<file path="config.mk">
export PLATFORM = sky130hd
export DESIGN_NAME = sba_arbiter
export DESIGN_NICKNAME = d
export VERILOG_FILES = /design/src/rtl/sba_pkg.sv /design/src/rtl/sba_rr_pick.sv /design/src/rtl/sba_bypass_sel.sv /design/src/rtl/sba_grant_reg.sv /design/src/rtl/sba_arbiter.sv
export SDC_FILE = /design/constraint.sdc
export NUM_CORES = 1
export LEC_CHECK = 0
export BUFFER_PORTS_ARGS = -buffer_cell sky130_fd_sc_hd__buf_2
export CAP_MARGIN = 20
export CORE_ASPECT_RATIO = 0.6
export CORE_MARGIN = 8
export CORE_UTILIZATION = 55
export CTS_BUF_LIST = sky130_fd_sc_hd__clkbuf_16
export DETAILED_ROUTE_END_ITERATION = 16
export PLACE_DENSITY_LB_ADDON = 0.08
export SKIP_LAST_GASP = 1
export SLEW_MARGIN = 20
export SYNTH_ARGS = -nofsm -noshare
export SYNTH_HDL_FRONTEND = slang
export SYNTH_SLANG_ARGS = --single-unit
</file>
<file path="constraint.sdc">
create_clock -name clk -period 44.3 [get_ports clk]
set_input_delay 13.29 -clock clk [delete_from_list [all_inputs] [get_ports clk]]
set_output_delay 13.29 -clock clk [all_outputs]
set_load 0.05 [all_outputs]
</file>
<file path="src/rtl/sba_pkg.sv">
package sba_pkg;

   // Direction carried by every request and by the grant.
   typedef enum logic {
      DIR_READ  = 1'b0,
      DIR_WRITE = 1'b1
   } dir_e;

   // Largest master count one segment supports.
   localparam int unsigned MAX_MASTERS = 8;
   // Widest priority field accepted.
   localparam int unsigned MAX_PRIO_W  = 4;

endpackage

</file>
<file path="src/rtl/sba_rr_pick.sv">
// Picks, among candidate masters, the one of highest priority; ties are
// resolved by searching upward from the index just above ptr.
module sba_rr_pick #(
   parameter int unsigned NUM_MASTERS = 8,
   parameter int unsigned PRIO_W      = 2,
   localparam int unsigned IDX_W      = (NUM_MASTERS > 1) ? $clog2(NUM_MASTERS) : 1
) (
   input  logic [NUM_MASTERS-1:0]        cand,
   input  logic [NUM_MASTERS*PRIO_W-1:0] prio,
   input  logic [IDX_W-1:0]              ptr,
   output logic [NUM_MASTERS-1:0]        pick_oh,
   output logic [IDX_W-1:0]              pick_idx,
   output logic                          pick_valid
);

   logic [PRIO_W-1:0] best_prio;
   logic              found;
   logic [IDX_W-1:0]  best_idx;

   always_comb begin
      found     = 1'b0;
      best_prio = '0;
      best_idx  = '0;
      for (int k = 0; k < NUM_MASTERS; k++) begin
         int unsigned j;
         j = (int'(ptr) + 1 + k) % NUM_MASTERS;
         if (cand[j]) begin
            // Strictly greater keeps the first one met in rotation order.
            if (!found || (prio[j*PRIO_W +: PRIO_W] > best_prio)) begin
               found     = 1'b1;
               best_prio = prio[j*PRIO_W +: PRIO_W];
               best_idx  = IDX_W'(j);
            end
         end
      end
   end

   always_comb begin
      pick_oh = '0;
      if (found) begin
         pick_oh[best_idx] = 1'b1;
      end
   end

   assign pick_idx   = best_idx;
   assign pick_valid = found;

endmodule

</file>
<file path="src/rtl/sba_bypass_sel.sv">
// Chooses between the normal winner and the best opposite-direction
// request, depending on data-bus occupancy and the utilization mode.
module sba_bypass_sel
   import sba_pkg::*;
#(
   parameter int unsigned NUM_MASTERS = 8,
   parameter bit          BYPASS_IMPL = 1'b1,
   localparam int unsigned IDX_W      = (NUM_MASTERS > 1) ? $clog2(NUM_MASTERS) : 1
) (
   input  logic [NUM_MASTERS-1:0] req_wr,
   input  logic                   rd_busy,
   input  logic                   wr_busy,
   input  logic                   util_mode,
   input  logic [NUM_MASTERS-1:0] all_oh,
   input  logic [IDX_W-1:0]       all_idx,
   input  logic                   all_valid,
   input  logic [NUM_MASTERS-1:0] rd_oh,
   input  logic [IDX_W-1:0]       rd_idx,
   input  logic                   rd_valid,
   input  logic [NUM_MASTERS-1:0] wr_oh,
   input  logic [IDX_W-1:0]       wr_idx,
   input  logic                   wr_valid,
   output logic [NUM_MASTERS-1:0] sel_oh,
   output logic [IDX_W-1:0]       sel_idx,
   output logic                   sel_valid,
   output dir_e                   sel_dir
);

   dir_e dflt_dir;
   logic take_alt;

   assign dflt_dir = (|(all_oh & req_wr)) ? DIR_WRITE : DIR_READ;

   generate
      if (BYPASS_IMPL) begin : g_bypass
         logic need_busy;
         logic other_free;
         logic other_valid;

         always_comb begin
            if (dflt_dir == DIR_WRITE) begin
               need_busy   = wr_busy;
               other_free  = !rd_busy;
               other_valid = rd_valid;
            end else begin
               need_busy   = rd_busy;
               other_free  = !wr_busy;
               other_valid = wr_valid;
            end
         end

         assign take_alt = util_mode && all_valid && need_busy
                           && other_free && other_valid;
      end else begin : g_no_bypass
         logic unused_bypass;
         assign unused_bypass = &{1'b0, rd_busy, wr_busy, util_mode, rd_valid, wr_valid};
         assign take_alt      = 1'b0;
      end
   endgenerate

   always_comb begin
      sel_oh    = all_oh;
      sel_idx   = all_idx;
      sel_valid = all_valid;
      sel_dir   = dflt_dir;
      if (take_alt) begin
         if (dflt_dir == DIR_WRITE) begin
            sel_oh  = rd_oh;
            sel_idx = rd_idx;
            sel_dir = DIR_READ;
         end else begin
            sel_oh  = wr_oh;
            sel_idx = wr_idx;
            sel_dir = DIR_WRITE;
         end
      end
   end

endmodule

</file>
<file path="src/rtl/sba_grant_reg.sv">
// Registers the chosen grant for one cycle, forces an idle cycle after
// every grant and keeps the round-robin pointer.
module sba_grant_reg
   import sba_pkg::*;
#(
   parameter int unsigned NUM_MASTERS = 8,
   localparam int unsigned IDX_W      = (NUM_MASTERS > 1) ? $clog2(NUM_MASTERS) : 1
) (
   input  logic                   clk,
   input  logic                   rst_n,
   input  logic [NUM_MASTERS-1:0] sel_oh,
   input  logic [IDX_W-1:0]       sel_idx,
   input  logic                   sel_valid,
   input  dir_e                   sel_dir,
   output logic [NUM_MASTERS-1:0] grant,
   output logic                   grant_wr,
   output logic [IDX_W-1:0]       rr_ptr
);

   logic recovering;
   logic accept;

   assign recovering = |grant;
   assign accept     = sel_valid && !recovering;

   always_ff @(posedge clk or negedge rst_n) begin
      if (!rst_n) begin
         grant    <= '0;
         grant_wr <= 1'b0;
      end else if (accept) begin
         grant    <= sel_oh;
         grant_wr <= (sel_dir == DIR_WRITE);
      end else begin
         grant    <= '0;
         grant_wr <= 1'b0;
      end
   end

   // Reset value makes the first search begin at master 0.
   always_ff @(posedge clk or negedge rst_n) begin
      if (!rst_n) begin
         rr_ptr <= IDX_W'(NUM_MASTERS - 1);
      end else if (accept) begin
         rr_ptr <= sel_idx;
      end
   end

endmodule

</file>
<file path="src/rtl/sba_arbiter.sv">
module sba_arbiter
   import sba_pkg::*;
#(
   parameter int unsigned NUM_MASTERS = 8,
   parameter int unsigned PRIO_W      = 2,
   parameter bit          BYPASS_IMPL = 1'b1
) (
   input  logic                          clk,
   input  logic                          rst_n,
   input  logic [NUM_MASTERS-1:0]        req,
   input  logic [NUM_MASTERS-1:0]        req_wr,
   input  logic [NUM_MASTERS*PRIO_W-1:0] req_prio,
   input  logic                          rd_busy,
   input  logic                          wr_busy,
   input  logic                          util_mode,
   output logic [NUM_MASTERS-1:0]        grant,
   output logic                          grant_wr
);

   localparam int unsigned IDX_W   = (NUM_MASTERS > 1) ? $clog2(NUM_MASTERS) : 1;
   localparam int unsigned N_PICKS = 3;   // all, reads only, writes only

   generate
      if (NUM_MASTERS < 2 || NUM_MASTERS > MAX_MASTERS) begin : g_bad_masters
         $error("sba_arbiter: NUM_MASTERS must lie in 2..8");
      end
      if (PRIO_W < 1 || PRIO_W > MAX_PRIO_W) begin : g_bad_prio
         $error("sba_arbiter: PRIO_W must lie in 1..4");
      end
   endgenerate

   logic [IDX_W-1:0]       rr_ptr;
   logic [NUM_MASTERS-1:0] cand     [N_PICKS];
   logic [NUM_MASTERS-1:0] pick_oh  [N_PICKS];
   logic [IDX_W-1:0]       pick_idx [N_PICKS];
   logic                   pick_vld [N_PICKS];

   assign cand[0] = req;
   assign cand[1] = req & ~req_wr;
   assign cand[2] = req & req_wr;

   generate
      for (genvar g = 0; g < N_PICKS; g++) begin : g_pick
         sba_rr_pick #(
            .NUM_MASTERS (NUM_MASTERS),
            .PRIO_W      (PRIO_W)
         ) i_pick (
            .cand       (cand[g]),
            .prio       (req_prio),
            .ptr        (rr_ptr),
            .pick_oh    (pick_oh[g]),
            .pick_idx   (pick_idx[g]),
            .pick_valid (pick_vld[g])
         );
      end
   endgenerate

   logic [NUM_MASTERS-1:0] sel_oh;
   logic [IDX_W-1:0]       sel_idx;
   logic                   sel_valid;
   dir_e                   sel_dir;

   sba_bypass_sel #(
      .NUM_MASTERS (NUM_MASTERS),
      .BYPASS_IMPL (BYPASS_IMPL)
   ) i_bypass (
      .req_wr    (req_wr),
      .rd_busy   (rd_busy),
      .wr_busy   (wr_busy),
      .util_mode (util_mode),
      .all_oh    (pick_oh[0]),
      .all_idx   (pick_idx[0]),
      .all_valid (pick_vld[0]),
      .rd_oh     (pick_oh[1]),
      .rd_idx    (pick_idx[1]),
      .rd_valid  (pick_vld[1]),
      .wr_oh     (pick_oh[2]),
      .wr_idx    (pick_idx[2]),
      .wr_valid  (pick_vld[2]),
      .sel_oh    (sel_oh),
      .sel_idx   (sel_idx),
      .sel_valid (sel_valid),
      .sel_dir   (sel_dir)
   );

   sba_grant_reg #(
      .NUM_MASTERS (NUM_MASTERS)
   ) i_grant (
      .clk       (clk),
      .rst_n     (rst_n),
      .sel_oh    (sel_oh),
      .sel_idx   (sel_idx),
      .sel_valid (sel_valid),
      .sel_dir   (sel_dir),
      .grant     (grant),
      .grant_wr  (grant_wr),
      .rr_ptr    (rr_ptr)
   );

   // never more than one grant bit
   assert_grant_onehot_R3: assert property (@(posedge clk) disable iff (!rst_n)
      $onehot0(grant));

   // idle cycle after every grant
   assert_grant_gap_R3: assert property (@(posedge clk) disable iff (!rst_n)
      (|grant) |=> (grant == '0));

   // nothing pending, nothing granted
   assert_idle_no_grant_R2: assert property (@(posedge clk) disable iff (!rst_n)
      (req == '0) |=> (grant == '0));

   // grants only go to masters that were requesting
   assert_grant_had_req_R10: assert property (@(posedge clk) disable iff (!rst_n)
      1'b1 |=> ((grant & ~$past(req)) == '0));

   // reported direction follows the granted master's flag
   assert_grant_dir_R9: assert property (@(posedge clk) disable iff (!rst_n)
      1'b1 |=> ((grant == '0) || (grant_wr == (|(grant & $past(req_wr))))));

   // direction output quiet while no grant is shown
   assert_dir_quiet_R1: assert property (@(posedge clk) disable iff (!rst_n)
      (grant == '0) |-> !grant_wr);

endmodule

</file>
==> summary.txt <==
Worst-Margin Slew -> 0.909 ns
Mapped Cells -> 744
Initial Util -> 56.3%
Rows -> 29
WHS -> 0.541 ns
Max-cap check violation count -> 0
Remaining DRCs -> 0
Post-DP HPWL -> 16500 um
Synth cell types -> 100
Crit path capture type -> flop
Count leader, synth -> nand2_1
Async S/R FF share, synth -> 100%
Root Buffer -> clkbuf_16
CP required -> 44.46 ns
IO buf count -> 45
Post-Syn Area -> 5930 sq um
Post-cts hold buffer count -> 0
CP max FO -> 11
Clock latency on the worst-skew pair -> 0.24 ns
Gp weighted congestion -> 0.945
Status -> finished clean
Initial antenna violation count -> 1
Layout area overhead -> 4.54%
Hold Vio Cnt, Final -> 0
Slowest cell on crit path -> o2bb2ai_1
CP Class -> in -> reg
CP arrival -> 26.88 ns
CP top delay family -> compound AO/OA/AOI/OAI gates
Worst path bufs/invs -> 2
Post-route ant nets -> 0
Post-synth top area share -> 13.3%
Sequential area share after synthesis -> 5.13%
Wirelength per Cell -> 23.2 um
Share of layout cells above drive strength 1 -> 22.3%
First-pass GRT wire length -> 32800 um
Yosys Warn Count -> 0
CTS tree -> built
Final Setup Violations -> 0
Post-layout nets -> 840
Worst-path clk slew -> 0.04 ns
Largest net degree at the start of global routing -> 39
Remaining Overflow, GRT -> 0
EDFF count, synth -> 0
Detailed Route WL -> 21000 um
Placed cell area -> 6120 sq um
Final worst-path cycle share -> 60.3%
H-Tree Depth -> 1
N_diodes -> 0
Max incr delay on CP -> 0.75 ns
Vias -> 6404
Setup TNS -> 0 ns
Final-layout fill cell count -> 983
IO Pins -> 46
Unrepaired setup endpoints after global routing -> false
Worst Skew -> 0.00229 ns
Synth Register Bits -> 12
TritonCTS Buffers -> 3
Cell taking the most area after synthesis -> mux4_2
Worst hold path type -> reg -> reg
Total track usage -> 28.9%
Top cells by area, synth -> mux4_2 13%, ha_1 8.0%, nand2_1 6.7%
Mapped Nets -> 819
Mean area per synthesized cell -> 7.96 sq um
Top FF cell, synth -> dfrtp_1
Rel. slew slack -> 37.6%
Dpl ws -> 17.53 ns
Fmax -> 37.4 MHz
DRT iter0 DRCs -> 672
Type of origin of the critical path -> input port
Setup ws final -> 17.59 ns
Die W -> 150 um
Post-CTS setup buffer count -> 0
Commonest cells in the netlist -> 106 x nand2_1, 60 x o21ai_0, 53 x nor2_1
CTS resizes -> 0
Slew Limit Fails -> 0
Final std cell area, no fill -> 6190 sq um
Tmin final -> 26.71 ns
Cell mode on critical path -> ha_1
Number of global-route vias before repair -> 5927
Die extent in y -> 96.4 um
CTS sink count -> 12
Vias per cell -> 7.09
CTS Buffer Depth -> 2
TritonRoute pass-1 iters -> 6
Total die area -> 14500 sq um
Core area -> 10500 sq um
==> registers in the layout, summed over array words and instances (netlist names) <==
name and flops:
i_grant.grant_wr 1, i_grant.grant 8, i_grant.rr_ptr 3
==> cell usage in the layout (no fill, tap or decap), types with 16 or more instances in the layout <==
cell type,instances
nor2_1,53
o21ai_0,60
mux4_2,35
nor2b_1,28
nand3_1,21
buf_2,45
a21oi_1,44
inv_1,23
nand2_1,106
ha_1,37
nor3_1,16
mux2i_1,36
a31oi_1,19
==> logic make-up (layout without fill, tap and decap cells) <==
logic type,count (synthesis),in the layout,synth area share [%]
AO/OA/AOI/OAI,234,234,28.5
XOR/XNOR,8,8,2.30
adder cells (fa/ha/maj),40,40,8.38
buffers and inverters,67,87,6.65
flip-flops,12,12,5.13
multiplexers,94,94,25.0
AND/OR/NAND/NOR,289,289,24.0
==> tightest hold or removal path, delay by kind of cell (launching register included) <==
kind / cells / cell delay [ns]
simple gates: 1 / 0.10
compound gates: 1 / 0.05
flops: 1 / 0.38
==> metal layers <==
layer	track usage, %	part of all wire (%)	vias to the layer above	routed length (um)
met5	2.67	0.28	-	59
met4	7.61	2.7	4	575
met3	10.8	15	44	3160
met2	39.4	38	417	8000
met1	41.2	44	3025	9170
li1	-	-	2914	-
==> stage by stage <==
| step | instances | util (%) |
|---|---|---|
| detailed placement | 899 | 58.1 |
| global placement | 899 | 58.1 |
| floorplan | 744 | - |
| CTS | 903 | 58.9 |
| global route | 903 | 58.9 |
| finish | 903 | 58.9 |
==> path summary, 6_finish.rpt <==
check	from	to	slack, ns	cells after the start
max	req[1]	i_grant.rr_ptr[2]	17.59	54
min	i_grant.rr_ptr[1]	i_grant.rr_ptr[1]	0.54	2
max reg2reg	i_grant.rr_ptr[0]	i_grant.rr_ptr[2]	28.61	57
min reg2reg	i_grant.rr_ptr[1]	i_grant.rr_ptr[1]	0.54	2
max in group asynchronous	rst_n	i_grant.rr_ptr[1]	31.10	1
min in group asynchronous	rst_n	i_grant.grant[0]	12.92	1
==> final cells by class <==
cell class	instances	area [sq um]	area share (%)
clock buffers	3	75.1	1.21
well taps	139	174	2.81
inverters	28	108	1.74
flip-flops and latches	12	304	4.91
repair buffers	55	300	4.85
clock inverters	1	3.75	0.0606
multi-input cells	665	5230	84.4
Power is left out: the tool's default activity adds up to more than one toggle a clock period on the data nets, which glitch-free logic cannot reach.
